File: config.mk
export PLATFORM = sky130hd
export DESIGN_NAME = berger_checked_alu
export DESIGN_NICKNAME = d
export VERILOG_FILES = /design/src/rtl/berger_alu_pkg.sv /design/src/rtl/balu_zero_count.sv /design/src/rtl/balu_datapath.sv /design/src/rtl/balu_predictor.sv /design/src/rtl/berger_checked_alu.sv
export SDC_FILE = /design/constraint.sdc
export NUM_CORES = 1
export LEC_CHECK = 0
export ABC_CLOCK_PERIOD_IN_PS = 1300
export BUFFER_PORTS_ARGS = -buffer_cell sky130_fd_sc_hd__buf_4
export CAP_MARGIN = 10
export CORE_UTILIZATION = 60
export CTS_BUF_LIST = sky130_fd_sc_hd__clkbuf_8
export CTS_CLUSTER_DIAMETER = 30
export DETAILED_ROUTE_END_ITERATION = 10
export GPL_TIMING_DRIVEN = 0
export PLACE_DENSITY = 0.81
export SYNTH_ARGS = -nofsm -noshare
export SYNTH_HDL_FRONTEND = slang
export SYNTH_SLANG_ARGS = --single-unit
File: constraint.sdc
create_clock -name clk -period 1.3 [get_ports clk]
set_input_delay 0.26 -clock clk [delete_from_list [all_inputs] [get_ports clk]]
set_output_delay 0.26 -clock clk [all_outputs]
set_load 0.01 [all_outputs]
File: src/rtl/berger_alu_pkg.sv
package berger_alu_pkg;

  typedef enum logic [5:0] {
    OP_ADD  = 6'h01,
    OP_SUB  = 6'h02,
    OP_OR   = 6'h03,
    OP_AND  = 6'h04,
    OP_XNOR = 6'h05,
    OP_XOR  = 6'h06,
    OP_NOT  = 6'h07
  } alu_op_e;

  // bit positions of the fault-injection control
  localparam int INJ_CIN_STUCK = 0;
  localparam int INJ_RES_FLIP  = 1;
  localparam int INJ_VEC_FLIP  = 2;
  localparam int INJ_OPC_FLIP  = 3;
  localparam int INJ_W         = 4;

  // opcode bits corrupted by the opcode injection
  localparam logic [5:0] OPC_FLIP_MASK = 6'b000110;

endpackage

File: src/rtl/balu_zero_count.sv
module balu_zero_count #(
  parameter int W  = 32,
  localparam int CW = $clog2(W + 1)
) (
  input  logic [W-1:0]  vec,
  output logic [CW-1:0] zeros
);

  always_comb begin
    zeros = '0;
    for (int i = 0; i < W; i++) begin
      zeros = zeros + {{(CW-1){1'b0}}, ~vec[i]};
    end
  end

endmodule

File: src/rtl/balu_datapath.sv
module balu_datapath
  import berger_alu_pkg::*;
#(
  parameter int WIDTH = 32
) (
  input  logic [WIDTH-1:0] a,
  input  logic [WIDTH-1:0] b,
  input  logic             cin,
  input  logic [5:0]       op,
  output logic [WIDTH-1:0] res,
  output logic [WIDTH-1:0] carry_vec
);

  logic [WIDTH-1:0] cin_w;
  logic [WIDTH-1:0] carry_into;

  assign cin_w = {{(WIDTH-1){1'b0}}, cin};

  // carry_vec[i] is the carry (or borrow) leaving bit i; the top bit is cout
  always_comb begin
    res        = '0;
    carry_into = '0;
    carry_vec  = '0;
    case (op)
      OP_ADD: begin
        res        = a + b + cin_w;
        carry_into = a ^ b ^ res;
        carry_vec  = (a & b) | ((a ^ b) & carry_into);
      end
      OP_SUB: begin
        res        = a - b - cin_w;
        carry_into = a ^ b ^ res;
        carry_vec  = (~a & b) | (~(a ^ b) & carry_into);
      end
      OP_OR:   res = a | b;
      OP_AND:  res = a & b;
      OP_XNOR: res = ~(a ^ b);
      OP_XOR:  res = a ^ b;
      OP_NOT:  res = ~a;
      default: res = '0;
    endcase
  end

endmodule

File: src/rtl/balu_predictor.sv
module balu_predictor
  import berger_alu_pkg::*;
#(
  parameter int WIDTH = 32,
  localparam int CW = $clog2(WIDTH + 1),
  localparam int PW = CW + 3
) (
  input  logic [5:0]           op,
  input  logic [WIDTH-1:0]     a,
  input  logic [WIDTH-1:0]     b,
  input  logic [CW-1:0]        code_a,
  input  logic [CW-1:0]        code_b,
  input  logic                 cin,
  input  logic [WIDTH-1:0]     carry_vec,
  output logic signed [PW-1:0] pred
);

  localparam logic signed [PW-1:0] N_S = PW'(WIDTH);

  function automatic logic signed [PW-1:0] widen(input logic [CW-1:0] v);
    return $signed({{(PW-CW){1'b0}}, v});
  endfunction

  function automatic logic signed [PW-1:0] widen_bit(input logic v);
    return $signed({{(PW-1){1'b0}}, v});
  endfunction

  logic [CW-1:0] zc_and, zc_or, zc_vec;
  logic [WIDTH-1:0] a_and_b, a_or_b;

  assign a_and_b = a & b;
  assign a_or_b  = a | b;

  // side terms of the prediction, counted on their own vectors
  balu_zero_count #(.W(WIDTH)) u_zc_and (.vec(a_and_b),   .zeros(zc_and));
  balu_zero_count #(.W(WIDTH)) u_zc_or  (.vec(a_or_b),    .zeros(zc_or));
  balu_zero_count #(.W(WIDTH)) u_zc_vec (.vec(carry_vec), .zeros(zc_vec));

  logic signed [PW-1:0] sa, sb, s_and, s_or, s_vec, s_cin, s_cout, s_xor;

  always_comb begin
    sa     = widen(code_a);
    sb     = widen(code_b);
    s_and  = widen(zc_and);
    s_or   = widen(zc_or);
    s_vec  = widen(zc_vec);
    s_cin  = widen_bit(cin);
    s_cout = widen_bit(carry_vec[WIDTH-1]);
    s_xor  = sa + sb - s_and - s_and + N_S;
    case (op)
      OP_ADD:  pred = sa + sb - s_cin - s_vec + s_cout;
      OP_SUB:  pred = sa - sb + s_vec + s_cin - s_cout;
      OP_AND:  pred = sa + sb - s_or;
      OP_OR:   pred = sa + sb - s_and;
      OP_XOR:  pred = s_xor;
      OP_XNOR: pred = N_S - s_xor;
      OP_NOT:  pred = N_S - sa;
      default: pred = N_S;
    endcase
  end

endmodule

File: src/rtl/berger_checked_alu.sv
module berger_checked_alu
  import berger_alu_pkg::*;
#(
  parameter int WIDTH = 32,
  localparam int CODE_W = $clog2(WIDTH + 1),
  localparam int PRED_W = CODE_W + 3
) (
  input  logic              clk,
  input  logic              rst_n,
  input  logic [WIDTH-1:0]  op_a,
  input  logic [WIDTH-1:0]  op_b,
  input  logic [CODE_W-1:0] code_a,
  input  logic [CODE_W-1:0] code_b,
  input  logic              carry_in,
  input  logic [5:0]        opcode,
  input  logic [INJ_W-1:0]  inj_ctl,
  output logic [WIDTH-1:0]  result,
  output logic [CODE_W-1:0] result_code,
  output logic              fault_flag
);

  localparam logic signed [PRED_W-1:0] N_S = PRED_W'(WIDTH);

  // named internal events
  logic [5:0]               op_exec;
  logic                     cin_exec;
  logic [WIDTH-1:0]         res_raw, res_final;
  logic [WIDTH-1:0]         vec_raw, vec_pred;
  logic [CODE_W-1:0]        actual_code;
  logic signed [PRED_W-1:0] pred_code;
  logic                     pred_in_range;
  logic                     mismatch;

  assign op_exec   = inj_ctl[INJ_OPC_FLIP] ? (opcode ^ OPC_FLIP_MASK) : opcode;
  assign cin_exec  = carry_in | inj_ctl[INJ_CIN_STUCK];
  assign res_final = res_raw ^ {{(WIDTH-1){1'b0}}, inj_ctl[INJ_RES_FLIP]};
  assign vec_pred  = vec_raw ^ {{(WIDTH-1){1'b0}}, inj_ctl[INJ_VEC_FLIP]};

  balu_datapath #(.WIDTH(WIDTH)) u_datapath (
    .a         (op_a),
    .b         (op_b),
    .cin       (cin_exec),
    .op        (op_exec),
    .res       (res_raw),
    .carry_vec (vec_raw)
  );

  balu_predictor #(.WIDTH(WIDTH)) u_predictor (
    .op        (opcode),
    .a         (op_a),
    .b         (op_b),
    .code_a    (code_a),
    .code_b    (code_b),
    .cin       (carry_in),
    .carry_vec (vec_pred),
    .pred      (pred_code)
  );

  balu_zero_count #(.W(WIDTH)) u_actual (
    .vec   (res_final),
    .zeros (actual_code)
  );

  assign pred_in_range = (pred_code >= 0) && (pred_code <= N_S);
  assign mismatch      = !pred_in_range || (pred_code[CODE_W-1:0] != actual_code);

  always_ff @(posedge clk or negedge rst_n) begin
    if (!rst_n) begin
      result      <= '0;
      result_code <= CODE_W'(WIDTH);
      fault_flag  <= 1'b0;
    end else begin
      result      <= res_final;
      result_code <= pred_code[CODE_W-1:0];
      fault_flag  <= mismatch;
    end
  end

  // addition result one edge later
  assert_add_value_R1 : assert property (@(posedge clk) disable iff (!rst_n)
    (opcode == OP_ADD && inj_ctl == '0) |=>
      result == ($past(op_a) + $past(op_b) + {{(WIDTH-1){1'b0}}, $past(carry_in)}));

  // inversion of operand A
  assert_not_value_R3 : assert property (@(posedge clk) disable iff (!rst_n)
    (opcode == OP_NOT && inj_ctl == '0) |=> result == ~$past(op_a));

  // no alarm on clean operation
  assert_no_false_alarm_R5 : assert property (@(posedge clk) disable iff (!rst_n)
    (inj_ctl == '0) |=> !fault_flag);

  // stuck carry on an add without carry is caught
  assert_stuck_cin_R6 : assert property (@(posedge clk) disable iff (!rst_n)
    (inj_ctl == 4'b0001 && opcode == OP_ADD && !carry_in) |=> fault_flag);

  // a corrupted result bit is caught
  assert_result_flip_R7 : assert property (@(posedge clk) disable iff (!rst_n)
    (inj_ctl == 4'b0010) |=> fault_flag);

  // undefined opcodes give an all-zero result with code n
  assert_undefined_op_R10 : assert property (@(posedge clk) disable iff (!rst_n)
    (inj_ctl == '0 && (opcode == 6'h00 || opcode > 6'h07)) |=>
      (result == '0 && result_code == CODE_W'(WIDTH)));

endmodule

==> results by group <==
Status
  • Status: finished, violations left
  • Failing checks: setup timing

Power and ir drop
  • VDD IR max: approximately 4.5 mV
  • Power per cell area: between 2000 and 3000 nW/um^2
  • Pleak: 8.26 nW

Clock tree
  • CTS tree: yes
  • H-tree lvl count: 2
  • Worst-path clk slew: around 0.090 ns
  • Cts bufs inserted: 5
  • Clk root buf: clkbuf_8
  • Clk sinks: 39
  • Clk buf depth: 2

Cells and area
  • Share of cells above drive strength 1: 0.267
  • Most frequent cells in the layout: inv_1, ha_1, buf_4
  • Synth-to-layout area growth: 26.4%
  • Commonest non-fill, non-tap cell in the layout: inv_1
  • Layout fillers: 1567
  • Final design utilization: 0.782
  • Nets: ~2.4k
  • Final Cell Area: around 17000 sq um

Floorplan
  • Core area: 22100 sq um
  • Die ar.: about 23000 sq um
  • # IOs: roughly 130
  • Height of the die: 153 um
  • Die extent in x: 153 um
  • Initial Util: 0.619
  • Row count: 54

STA
  • Crit share post-route: 7.38
  • Min setup slack post-route: -8.29 ns
  • Max-slew violation count: 0
  • Hold_ws: a little over 0.2 ns
  • Fin. Hold Viols: 0
  • Worst-margin pin slew: ~1.1 ns
  • Final setup viols: 39
  • Relative slew margins: 0.297
  • RSZ-0062 raised after global routing: true
  • Max Clk Rate: ~0.10 GHz
  • Min Tclk post-route: about 9.6 ns

Synthesis
  • Gate Count Post-Synth: around 1.7k
  • Synth Cell Area: about 14000 sq um
  • Yosys top cell by area: ha_1
  • Area contributors post-synth: ha_1, fa_1, inv_1
  • Fraction of registers with async set/reset: 1.00
  • Top FF cell, synth: dfrtp_1
  • Syn_nets: approximately 2.1k
  • Yosys top cell area share: 0.228
  • Distinct cells, synth: 87
  • Number of enable flip-flop cells after synthesis: 0
  • Ys Warns: 0
  • Yosys reg bits: 39
  • Sequential-to-total area share from yosys stat: 0.0715
  • Avg Inst Size Synth: a little over 8 sq um

Global routing
  • Total gr overflow: 0
  • Antenna violations before repair: 2
  • First-pass GRT wire length: about 75 mm
  • Total track usage: 0.428
  • Vias in the first global route: around 13k
  • Largest net degree at the start of global routing: 40

Critical path
  • Critical path's largest stage delay: ~0.59 ns
  • Buf/Inv on CP: 11
  • CP arrival: approximately 9.8 ns
  • Startpoint Class: primary input
  • CP Max Fanout: 5
  • Worst Setup Path Type: primary input to flip-flop
  • Crit-path leading delay family: adder cells
  • Critical path required time: 1.51 ns
  • Crit path max-delay cell type: fa_2
  • Crit. End Element: flip-flop

Detailed routing
  • Via/cell ratio: approximately 6.4
  • Drt pass-1 iters: 6
  • Drt drc: 0
  • DR iter-0 viols: between 1k and 1.5k
  • Final WL: 51.1 mm
  • Routed Antenna Nets: 0
  • Via Count: ~14k
  • WL per Instance: approximately 24 um

Hold path
  • Worst hold path class: primary input to flip-flop

Place
  • Post-DP Area: around 15000 sq um
  • Dpl hpwl: approximately 39 mm
  • IO Port Bufs: about 130
  • Pre-CTS setup slack: -9.31 ns
  • RD Place Congestion: 1.02

Flow run
  • Number of max-cap violations: 0
cells in the mapped netlist, drive strengths merged (6+ instances only):
| library cell | n |
|---|---|
| o22ai | 30 |
| dfrtp | 38 |
| nand4 | 11 |
| a21oi | 104 |
| a31oi | 7 |
| a21o | 30 |
| nor4 | 11 |
| o31ai | 6 |
| nor2 | 116 |
| buf | 14 |
| o211ai | 10 |
| xnor2 | 41 |
| nand2 | 90 |
| a211o | 6 |
| nor2b | 19 |
| fa | 142 |
| or3 | 8 |
| ha | 249 |
| and3 | 15 |
| and2 | 10 |
| o21ai | 85 |
| a221oi | 11 |
| o221ai | 13 |
| o221a | 7 |
| o21a | 12 |
| xor2 | 31 |
| inv | 322 |
| a22oi | 8 |
| nand2b | 14 |
| clkbuf | 24 |
| o21bai | 13 |
| nand3 | 14 |
| nor3 | 27 |
| a211oi | 28 |
where the power goes:
group	internal [W]	total [W]	switching [W]
Sequential	0.00139	0.00144	0.0000507
Clock	0.000587	0.00128	0.000694
Combinational	0.0209	0.0475	0.0266
Total	0.0229	0.0502	0.0273
area by class of cell:
class                           count  area, sq um  share of cell area
Buffer                             37          275              0.0159
Multi-Input combinational cell   1254        12600               0.732
Clock inverter                      3         47.5             0.00275
Clock buffer                        5         68.8             0.00398
Sequential cell                    39          977              0.0566
Tap cell                          280          350              0.0203
Timing Repair Buffer              212         1670              0.0966
Inverter                          322         1240              0.0719
Antenna cell                        1         2.50            0.000145
metrics by stage:
step	setup TNS [ns]	instances	total power (W)
global route	-106.25	2152	0.0532
finish	-103.04	2153	0.0502
CTS	-100.75	2101	0.0479
global placement	-129.42	2060	0.0438
floorplan	-93.50	1653	0.0377
detailed placement	-131.01	2060	0.0448
layer usage:
metal | up-vias | global-route usage | share of wire
met2 | 899 | 0.676 | 0.45
met1 | 6600 | 0.569 | 0.39
met3 | 196 | 0.0751 | 0.11
met4 | 2 | 0.205 | 0.055
li1 | 6055 | - | -
met5 | - | 0 | 0.00025
path summary, 6_finish.rpt:
kind	startpoint	end	slack [ns]	cells past startpoint
worst max-delay path	op_a[8]	fault_flag	-8.29	45
worst min-delay path	inj_ctl[1]	result[0]	0.20	3
max in group asynchronous	rst_n	result[31]	0.42	2
min in group asynchronous	rst_n	result[3]	0.44	2
sequential cells by signal (all words and copies together), names as in the netlist:
register and count:
result 32, result_code 6, fault_flag 1
what timing repair did:
item,CTS,global route
endpoints found under the hold margin,38,0
buffers inserted,33,56
resized for setup,162,130
setup endpoints to repair,39,39
hold buffers,1,0
pin swaps,54,66
kinds of logic (layout without fill, tap and decap cells):
family,count (synthesis),after routing,share of synthesized area
other,0,1,0
AO/OA/AOI/OAI,415,415,0.204
buffers and inverters,360,579,0.0999
flip-flops,39,39,0.0715
multiplexers,8,8,0.00613
AND/OR/NAND/NOR,368,368,0.137
adder cells (fa/ha/maj),391,391,0.436
XOR/XNOR,72,72,0.0461
Power figures use the tool's default switching activity.
